### config.mk
export PLATFORM = sky130hd
export DESIGN_NAME = host_port
export DESIGN_NICKNAME = d
export VERILOG_FILES = /design/src/rtl/host_port_pkg.sv /design/src/rtl/host_port_sync.sv /design/src/rtl/host_port_decode.sv /design/src/rtl/host_port_readback.sv /design/src/rtl/host_port_colptr.sv /design/src/rtl/host_port.sv
export SDC_FILE = /design/constraint.sdc
export NUM_CORES = 1
export LEC_CHECK = 0
export CORE_ASPECT_RATIO = 0.7
export CORE_MARGIN = 2
export CORE_UTILIZATION = 49
export CTS_BUF_LIST = sky130_fd_sc_hd__clkbuf_8
export CTS_CLUSTER_DIAMETER = 100
export CTS_CLUSTER_SIZE = 30
export DETAILED_ROUTE_END_ITERATION = 12
export PLACE_DENSITY = 0.81
export SLEW_MARGIN = 15
export SYNTH_ARGS = -nofsm -noshare
export SYNTH_HDL_FRONTEND = slang
export SYNTH_HIERARCHICAL = 1
export SYNTH_SLANG_ARGS = --single-unit
### constraint.sdc
create_clock -name clk -period 3.1 [get_ports clk]
set_clock_uncertainty 0.15 [all_clocks]
set_input_delay 0.93 -clock clk [delete_from_list [all_inputs] [get_ports clk]]
set_output_delay 0.93 -clock clk [all_outputs]
set_load 0.03 [all_outputs]
### src/rtl/host_port_pkg.sv
`timescale 1ns/1ps
// host_port_pkg
// Types and access decoding shared by the host port modules.
// Assumes both bus styles share one chip select and one register-select line.
package host_port_pkg;

    typedef enum logic {
        BUS_STROBE = 1'b0,   // separate active-low read and write strobes
        BUS_ENABLE = 1'b1    // enable level plus read/write level
    } bus_style_e;

    typedef struct packed {
        logic cs_n;    // chip select, active low
        logic ctl_a;   // read strobe or enable
        logic ctl_b;   // write strobe or read/write level
        logic sel;     // register select
    } pin_ctl_t;

    // Reset image of the control pins: deselected, everything else low
    localparam logic [3:0] PIN_CTL_IDLE = 4'b1000;

    // Returns {read_active, write_active} for the given pin levels
    function automatic logic [1:0] access_level(bus_style_e style, pin_ctl_t p);
        logic rd_lvl;
        logic wr_lvl;
        if (style == BUS_STROBE) begin
            rd_lvl = !p.cs_n && !p.ctl_a;
            wr_lvl = !p.cs_n && !p.ctl_b;
        end else begin
            rd_lvl = !p.cs_n && p.ctl_a && p.ctl_b;
            wr_lvl = !p.cs_n && p.ctl_a && !p.ctl_b;
        end
        return {rd_lvl, wr_lvl};
    endfunction

endpackage

### src/rtl/host_port_sync.sv
`timescale 1ns/1ps
// host_port_sync
// Chain of STAGES flops that brings host pins into the clock domain.
// Assumes STAGES >= 1; every bit is delayed the same, so grouped pins stay aligned.
module host_port_sync #(
    parameter int         W       = 1,
    parameter int         STAGES  = 2,
    parameter logic [W-1:0] RST_VAL = '0
) (
    input  logic         clk,
    input  logic         rst_n,
    input  logic [W-1:0] d,
    output logic [W-1:0] q
);

    logic [W-1:0] stg [STAGES];

    for (genvar i = 0; i < STAGES; i++) begin : g_stage
        if (i == 0) begin : g_first
            // First flop samples the raw pins
            always_ff @(posedge clk) begin
                if (!rst_n) stg[0] <= RST_VAL;
                else        stg[0] <= d;
            end
        end else begin : g_next
            // Later flops pass the value along the chain
            always_ff @(posedge clk) begin
                if (!rst_n) stg[i] <= RST_VAL;
                else        stg[i] <= stg[i-1];
            end
        end
    end

    assign q = stg[STAGES-1];

endmodule

### src/rtl/host_port_decode.sv
`timescale 1ns/1ps
// host_port_decode
// Turns synchronized pin levels into access events.
// A write completes on the cycle its active level drops, using the select line
// and data from the last active cycle. Read start/end are flagged likewise.
// Assumes the host holds select and data stable across the closing edge.
module host_port_decode
    import host_port_pkg::*;
#(
    parameter int DW = 8
) (
    input  logic          clk,
    input  logic          rst_n,
    input  bus_style_e    style,
    input  pin_ctl_t      ctl,
    input  logic [DW-1:0] data,
    output logic          wr_evt,
    output logic          wr_evt_sel,
    output logic          wr_valid,
    output logic          wr_is_data,
    output logic [DW-1:0] wr_byte,
    output logic          rd_now,
    output logic          rd_start,
    output logic          rd_end
);

    logic [1:0]    lvl;
    logic          wr_now;
    logic          rd_q;
    logic          wr_q;
    logic          sel_q;
    logic [DW-1:0] data_q;

    assign lvl    = access_level(style, ctl);
    assign rd_now = lvl[1];
    assign wr_now = lvl[0];

    // Previous-cycle levels and bus contents for edge detection
    always_ff @(posedge clk) begin
        if (!rst_n) begin
            rd_q   <= 1'b0;
            wr_q   <= 1'b0;
            sel_q  <= 1'b0;
            data_q <= '0;
        end else begin
            rd_q   <= rd_now;
            wr_q   <= wr_now;
            sel_q  <= ctl.sel;
            data_q <= data;
        end
    end

    assign wr_evt     = wr_q && !wr_now;
    assign wr_evt_sel = sel_q;
    assign rd_start   = rd_now && !rd_q;
    assign rd_end     = rd_q && !rd_now;

    // Register the completed write towards the core as a one-cycle pulse
    always_ff @(posedge clk) begin
        if (!rst_n) begin
            wr_valid   <= 1'b0;
            wr_is_data <= 1'b0;
            wr_byte    <= '0;
        end else begin
            wr_valid <= wr_evt;
            if (wr_evt) begin
                wr_is_data <= sel_q;
                wr_byte    <= data_q;
            end
        end
    end

endmodule

### src/rtl/host_port_readback.sv
`timescale 1ns/1ps
// host_port_readback
// Chooses and holds the byte returned on a read and drives the bus enable.
// The byte is frozen when the read starts: status {busy, pointer} for select
// low, core data for select high. Flags the end of a data read.
module host_port_readback #(
    parameter int DW = 8,
    localparam int AW = DW - 1
) (
    input  logic          clk,
    input  logic          rst_n,
    input  logic          rd_now,
    input  logic          rd_start,
    input  logic          rd_end,
    input  logic          start_sel,
    input  logic          busy,
    input  logic [AW-1:0] col_addr,
    input  logic [DW-1:0] core_rdata,
    output logic [DW-1:0] db_out,
    output logic          db_oe,
    output logic          data_rd_end,
    output logic          rd_done
);

    logic kind_data_q;

    // Freeze the read byte at read start and follow the read level with the enable
    always_ff @(posedge clk) begin
        if (!rst_n) begin
            db_out      <= '0;
            db_oe       <= 1'b0;
            kind_data_q <= 1'b0;
        end else begin
            db_oe <= rd_now;
            if (rd_start) begin
                kind_data_q <= start_sel;
                db_out      <= start_sel ? core_rdata : {busy, col_addr};
            end
        end
    end

    assign data_rd_end = rd_end && kind_data_q;

    // Tell the core a display-data read has finished
    always_ff @(posedge clk) begin
        if (!rst_n) rd_done <= 1'b0;
        else        rd_done <= data_rd_end;
    end

endmodule

### src/rtl/host_port_colptr.sv
`timescale 1ns/1ps
// host_port_colptr
// Display column pointer: loadable by the core, steps once per data transfer.
// A load takes priority over any step in the same cycle; the count wraps.
module host_port_colptr #(
    parameter int AW = 7
) (
    input  logic          clk,
    input  logic          rst_n,
    input  logic          load,
    input  logic [AW-1:0] load_val,
    input  logic          step_wr,
    input  logic          step_rd,
    output logic [AW-1:0] ptr
);

    // Load, step or hold the pointer
    always_ff @(posedge clk) begin
        if (!rst_n)     ptr <= '0;
        else if (load)  ptr <= load_val;
        else            ptr <= ptr + AW'(step_wr) + AW'(step_rd);
    end

endmodule

### src/rtl/host_port.sv
`timescale 1ns/1ps
// host_port
// Host-side parallel port serving strobe-style and enable-style buses.
// Assumes bus_mode is static and host pins are asynchronous to clk; the host
// holds select and data for at least one clk beyond each closing edge.
module host_port
    import host_port_pkg::*;
#(
    parameter int DW          = 8,
    parameter int SYNC_STAGES = 2,
    localparam int AW         = DW - 1
) (
    input  logic          clk,
    input  logic          rst_n,
    input  logic          bus_mode,
    input  logic          cs_n,
    input  logic          a0,
    input  logic          rd_e,
    input  logic          wr_rw,
    input  logic [DW-1:0] db_in,
    output logic [DW-1:0] db_out,
    output logic          db_oe,
    input  logic          busy,
    input  logic [DW-1:0] core_rdata,
    input  logic          ptr_load,
    input  logic [AW-1:0] ptr_value,
    output logic [AW-1:0] col_addr,
    output logic          wr_valid,
    output logic          wr_is_data,
    output logic [DW-1:0] wr_byte,
    output logic          rd_done
);

    bus_style_e    style;
    pin_ctl_t      ctl_raw;
    logic [3:0]    ctl_sync;
    pin_ctl_t      ctl_s;
    logic [DW-1:0] data_s;
    logic          wr_evt;
    logic          wr_evt_sel;
    logic          rd_now;
    logic          rd_start;
    logic          rd_end;
    logic          data_rd_end;

    assign style   = bus_style_e'(bus_mode);
    assign ctl_raw = '{cs_n: cs_n, ctl_a: rd_e, ctl_b: wr_rw, sel: a0};
    assign ctl_s   = pin_ctl_t'(ctl_sync);

    host_port_sync #(.W(4), .STAGES(SYNC_STAGES), .RST_VAL(PIN_CTL_IDLE)) u_sync_ctl (
        .clk(clk), .rst_n(rst_n), .d(ctl_raw), .q(ctl_sync)
    );

    host_port_sync #(.W(DW), .STAGES(SYNC_STAGES), .RST_VAL('0)) u_sync_data (
        .clk(clk), .rst_n(rst_n), .d(db_in), .q(data_s)
    );

    host_port_decode #(.DW(DW)) u_decode (
        .clk(clk), .rst_n(rst_n), .style(style), .ctl(ctl_s), .data(data_s),
        .wr_evt(wr_evt), .wr_evt_sel(wr_evt_sel), .wr_valid(wr_valid),
        .wr_is_data(wr_is_data), .wr_byte(wr_byte),
        .rd_now(rd_now), .rd_start(rd_start), .rd_end(rd_end)
    );

    host_port_readback #(.DW(DW)) u_readback (
        .clk(clk), .rst_n(rst_n), .rd_now(rd_now), .rd_start(rd_start),
        .rd_end(rd_end), .start_sel(ctl_s.sel), .busy(busy), .col_addr(col_addr),
        .core_rdata(core_rdata), .db_out(db_out), .db_oe(db_oe),
        .data_rd_end(data_rd_end), .rd_done(rd_done)
    );

    host_port_colptr #(.AW(AW)) u_colptr (
        .clk(clk), .rst_n(rst_n), .load(ptr_load), .load_val(ptr_value),
        .step_wr(wr_evt && wr_evt_sel), .step_rd(data_rd_end), .ptr(col_addr)
    );

endmodule

# == After elaboration in Yosys (flattened, before gate mapping) ==
# Memory sizes are Yosys's and may differ from the RTL's. A register that Yosys moved wholly into a read port is not among the register bits.
# Index checks and enable logic that the tools add are counted.
# W data, S select, Z words.
# op_classes
muxes,10
addsub,2
bitwise,4
reduce_logical,17
# ops
op,count
$mux W8,3
$add A7 B1 Y7,2
$logic_and A1 B1 Y1,10
$mux W4,2
$logic_not A1 Y1,7
$mux W7,1
$mux W1,4
$or A1 B1 Y1,4
# totals
regBits,30
ram_bits,24
memories,2
elab_cells,45
out_inout_bits,27
# mem_list
name,words,word_bits,rd,rd_clocked_by_memory_dff,wr,line_no,rtl
u_sync_data.stg,2,8,2,1,2,host_port_sync.sv:16,logic [W-1:0] stg [STAGES];
u_sync_ctl.stg,2,4,2,0,2,host_port_sync.sv:16,

# == Logic depth before layout (Yosys ltp) ==
# logic_depth
depth_word,10
mapped_depth,11
ltp_nobuf,11

# == Hierarchy ==
# Netlist, hierarchy kept.
# by_module_without_submodules
mod,area_per_inst_um2,instances,cells_each
host_port_decode,725.7,1,71
host_port_readback,454.2,1,44
host_port_sync at u_sync_data,446.7,1,33
host_port_colptr,354.1,1,41
host_port_sync at u_sync_ctl,210.2,1,16
host_port,6.3,1,1

# == Least setup slack after synthesis ==
# Ideal clock, no wire load.
# synth_timing
kind,input-to-reg
start,input bus_mode
end,register u_colptr.ptr[6]
path_stages,11
arrival_time_ps,2768
path_buffers,1
slack_ps,108
required_ps,2876
cell_sequence,nor2b_1 -> o31a_1 -> buf_6 -> and2_1 -> inv_1 -> fa_1 -> inv_1 -> ha_1 -> nand3_1 -> or3_1 -> a31oi_1
# synth_between
elab_chain_len,7
# synth_rtl
element,line_no,rtl
start: declaration,host_port.sv:15,"input logic bus_mode,"
$mux W1,host_port_pkg.sv:26,if (style == BUS_STROBE) begin
$logic_not A1 Y1,host_port_decode.sv:53,assign wr_evt = wr_q && !wr_now;
$logic_and A1 B1 Y1,host_port_decode.sv:53,
named net wr_evt,host_port.sv:39,logic wr_evt;
$logic_and A1 B1 Y1,host_port.sv:74,".step_wr(wr_evt && wr_evt_sel), .step_rd(data_rd_end), .ptr(col_addr)"
$add A7 B1 Y7 (2 in series),host_port_colptr.sv:21,else ptr <= ptr + AW'(step_wr) + AW'(step_rd);
$mux W7,host_port_colptr.sv:20,else if (load) ptr <= load_val;
end signal: assignment,host_port_colptr.sv:20,
end signal: assignment,host_port_colptr.sv:21,
end: declaration,host_port_colptr.sv:14,output logic [AW-1:0] ptr
# The timed path passes the listed nets, and every way through them passes these cells.
# A chain may end at the register's enable or synchronous reset.

# == Final worst setup path ==
# Same ends and word-level chain as after synthesis.

==> metrics.md <==
| Metric | Value |
|---|---|
| Achievable Freq | 375 MHz |
| Psw | roughly 380 µW |
| Die area | between 0.005 and 0.006 mm² |
| Post-synth top area cell | dfxtp_1 |
| Max_cap viols | 0 |
| Register share of total power | between 50% and 60% |
| Final Setup Violations | 0 |
| DRC Markers | 0 |
| Distinct cells, synth | 27 |
| Slew HR | around 64% |
| Worst VDD drop | just over 0.0004 V |
| Placed inst area | 0.00281 mm² |
| Pre-antenna DRT Iters | 4 |
| Vias in the first global route | ~1.5k |
| Drt initial violations | 70 |
| Clock Tree Buf Depth | 2 |
| Fillers | 353 |
| Initial antenna violation count | 0 |
| Design Power | around 1700 µW |
| Power share of the combinational group | approximately 8% |
| Slack of the critical path | around 0.43 ns |
| Hold Vio Cnt, Final | 0 |
| Count of input and output buffers | 58 |
| TritonCTS Buffers | 9 |
| Final Cycle Share | between 80% and 90% |
| Worst hold margin | about 0.28 ns |
| Startpoint class of the critical path | primary input |
| ANT nets after route | 0 |
| # diodes | 0 |
| CTS hold repair buffers | 0 |
| Number of synthesized register bits | 63 |
| Crit path DAT | 2.77 ns |
| Mean post-synth cell area | 10.7 µm² |
| Routability cong. | between 0.7 and 0.8 |
| Synth Net Count | 240 |
| Status | finished clean |
| Row count | 20 |
| Die H | approximately 60 µm |
| Area Growth Syn to Fin | 37.8% |
| Gr usage total | 17.7% |
| Nets | 306 |
| Clock sink total | 63 |
| Pin count of the biggest net entering global routing | 40 |
| Initial Util | 50.8% |
| Clk root buf | clkbuf_8 |
| I/O Pins | 59 |
| Setup repair bufs after CTS | 0 |
| Sequential area share after synthesis | a little under three fifths |
| Power density over the cells | around 560 mW/mm² |
| TritonCTS clock tree | done |
| RSZ-0062 raised after global routing | false |
| DP Worst Slack | -0.389 ns |
| Worst-Skew Late Latency | 0.33 ns |
| Die W | about 84 µm |
| Total congestion overflow | 0 |
| Int Pwr | about 1300 µW |
| Avg WL per Cell | roughly 12 µm |
| Most frequent cells in the layout | dfxtp_1, clkdlybuf4s50_1, and2_1 |
| Lkg Pwr | 0.00117 µW |
| First-pass GRT wire length | ~6.5 mm |
| Most common cell after layout, fill and taps aside | dfxtp_1 |
| Core ar. | 0.00433 mm² |
| H-tree depth | 3 |
| Hold Path Class | reg -> reg |
| Routed vias | 1530 |
| Syn Inst Count | about 200 |
| Clock slew at reported path FFs | ~0.070 ns |
| Finished Cell Area | 0.00303 mm² |
| Post-DP HPWL | 2.69 mm |
| Worst-Margin Slew | 0.546 ns |
| Pins Over Slew Limit | 0 |
| Sw frac | a little under a quarter |
| Clk pwr share | 41.1% |
| Final Critical Period | roughly 2.7 ns |
| Crit path max fanout | 3 |
| Worst EP required | between 3 and 4 ns |
| Layout cells sized above 1 | between 10% and 20% |
| Mapped cell area | 0.00220 mm² |
| Critical path class | in -> reg |
| Vias per cell | roughly 4.6 |
| Synth area leaders | dfxtp_1, mux2i_1, and2_1, and2_2, nand2_1 |
| Crit path capture type | flip-flop |
| Post-Route WL | 4.00 mm |
| Post-synth top area share | between 50% and 60% |
| Synth Warn # | 6 |
## area by class of cell
type	count	area (µm²)	share of cell area, %
repair buffers	64	623	20.6
well taps	55	68.8	2.27
clock inverters	6	60.1	1.98
flip-flops and latches	63	1260	41.7
inverters	5	18.8	0.620
multi-input cells	129	857	28.3
clock buffers	10	138	4.55
## kinds of logic after synthesis
kind of cell	Yosys count	synth area share (%)
buf+inv	14	4.16
xor+xnor	3	1.20
compound gates	30	7.29
simple gates	75	19.8
flops	63	57.4
mux	19	8.66
fa+ha+maj	2	1.48
## power groups by stage
| stage | Clock, µW | Combinational, µW | Sequential [µW] |
|---|---|---|---|
| floorplan | 0 | 50.3 | 886 |
| global placement | 0 | 133 | 871 |
| detailed placement | 0 | 134 | 872 |
| CTS | 710 | 135 | 854 |
| global route | 749 | 147 | 857 |
| finish | 692 | 135 | 855 |
## sequential cells by signal, summed over array words and instances (netlist names)
register                cells
u_sync_data/stg            16
u_decode/data_q             8
u_decode/wr_byte            8
u_readback/db_out           8
u_sync_ctl/stg              8
u_colptr/ptr                7
u_decode/rd_q               1
u_decode/wr_evt_sel         1
u_decode/wr_is_data         1
u_decode/wr_q               1
u_decode/wr_valid           1
u_readback/db_oe            1
u_readback/kind_data_q      1
u_readback/rd_done          1
## timing repair
| item | 4_1_cts | 5_1_grt |
|---|---|---|
| endpoints found under the hold margin | 0 | 0 |
| setup endpoints to repair | 1 | 3 |
| gates cloned | 0 | 0 |
| gates resized for setup | 1 | 4 |
## Yosys cell counts
| master | count |
|---|---|
| a21oi_1 | 10 |
| a21oi_2 | 1 |
| a31oi_1 | 2 |
| and2_1 | 26 |
| and2_2 | 12 |
| and3_1 | 1 |
| buf_2 | 1 |
| buf_6 | 5 |
| clkbuf_1 | 3 |
| dfxtp_1 | 63 |
| fa_1 | 1 |
| ha_1 | 1 |
| inv_1 | 5 |
| mux2i_1 | 19 |
| nand2_1 | 21 |
| nand2b_1 | 2 |
| nand3_1 | 3 |
| nand3b_2 | 1 |
| nor2b_1 | 5 |
| nor4b_1 | 1 |
| o21ai_0 | 14 |
| o21ai_1 | 2 |
| o31a_1 | 1 |
| or2_2 | 1 |
| or3_1 | 2 |
| xnor2_1 | 1 |
| xor2_1 | 2 |
## worst max-delay path, cell delays in order
cell	delay (ns)
dlymetal6s2s_1	0.12
nor2b_4	0.16
o31a_1	0.14
and2_1	0.12
inv_1	0.05
fa_2	0.39
inv_1	0.09
ha_2	0.20
nand3_1	0.09
or3_1	0.31
a31oi_1	0.17
## metal layers
| layer | GRT usage (%) | routed length [µm] |
|---|---|---|
| met5 | 0 | 0 |
| met2 | 26.3 | 1780 |
| met1 | 21.4 | 1940 |
| met3 | 9.94 | 233 |
| met4 | 6.91 | 46 |
## path summary, 6_finish.rpt
| check | end | slack [ns] | cells after the start | start |
|---|---|---|---|---|
| max | u_colptr/ptr[6] | 0.43 | 11 | bus_mode |
| max reg2reg | u_colptr/ptr[6] | 0.75 | 11 | u_sync_ctl/stg[1][2] |
| min | u_sync_ctl/stg[1][3] | 0.28 | 1 | u_sync_ctl/stg[0][3] |
| min reg2reg | u_sync_ctl/stg[1][3] | 0.28 | 1 | u_sync_ctl/stg[0][3] |
## stage by stage
stage	instances	TNS (ns)	utilization [%]
after detailed placement	316	-1.54	65.0
after global placement	316	-0.969	65.0
final	332	0	69.9
after global routing	332	0	69.9
after floorplan	206	0	-
after CTS	332	0	69.6
Note: power is estimated with default switching activity, not from simulation.
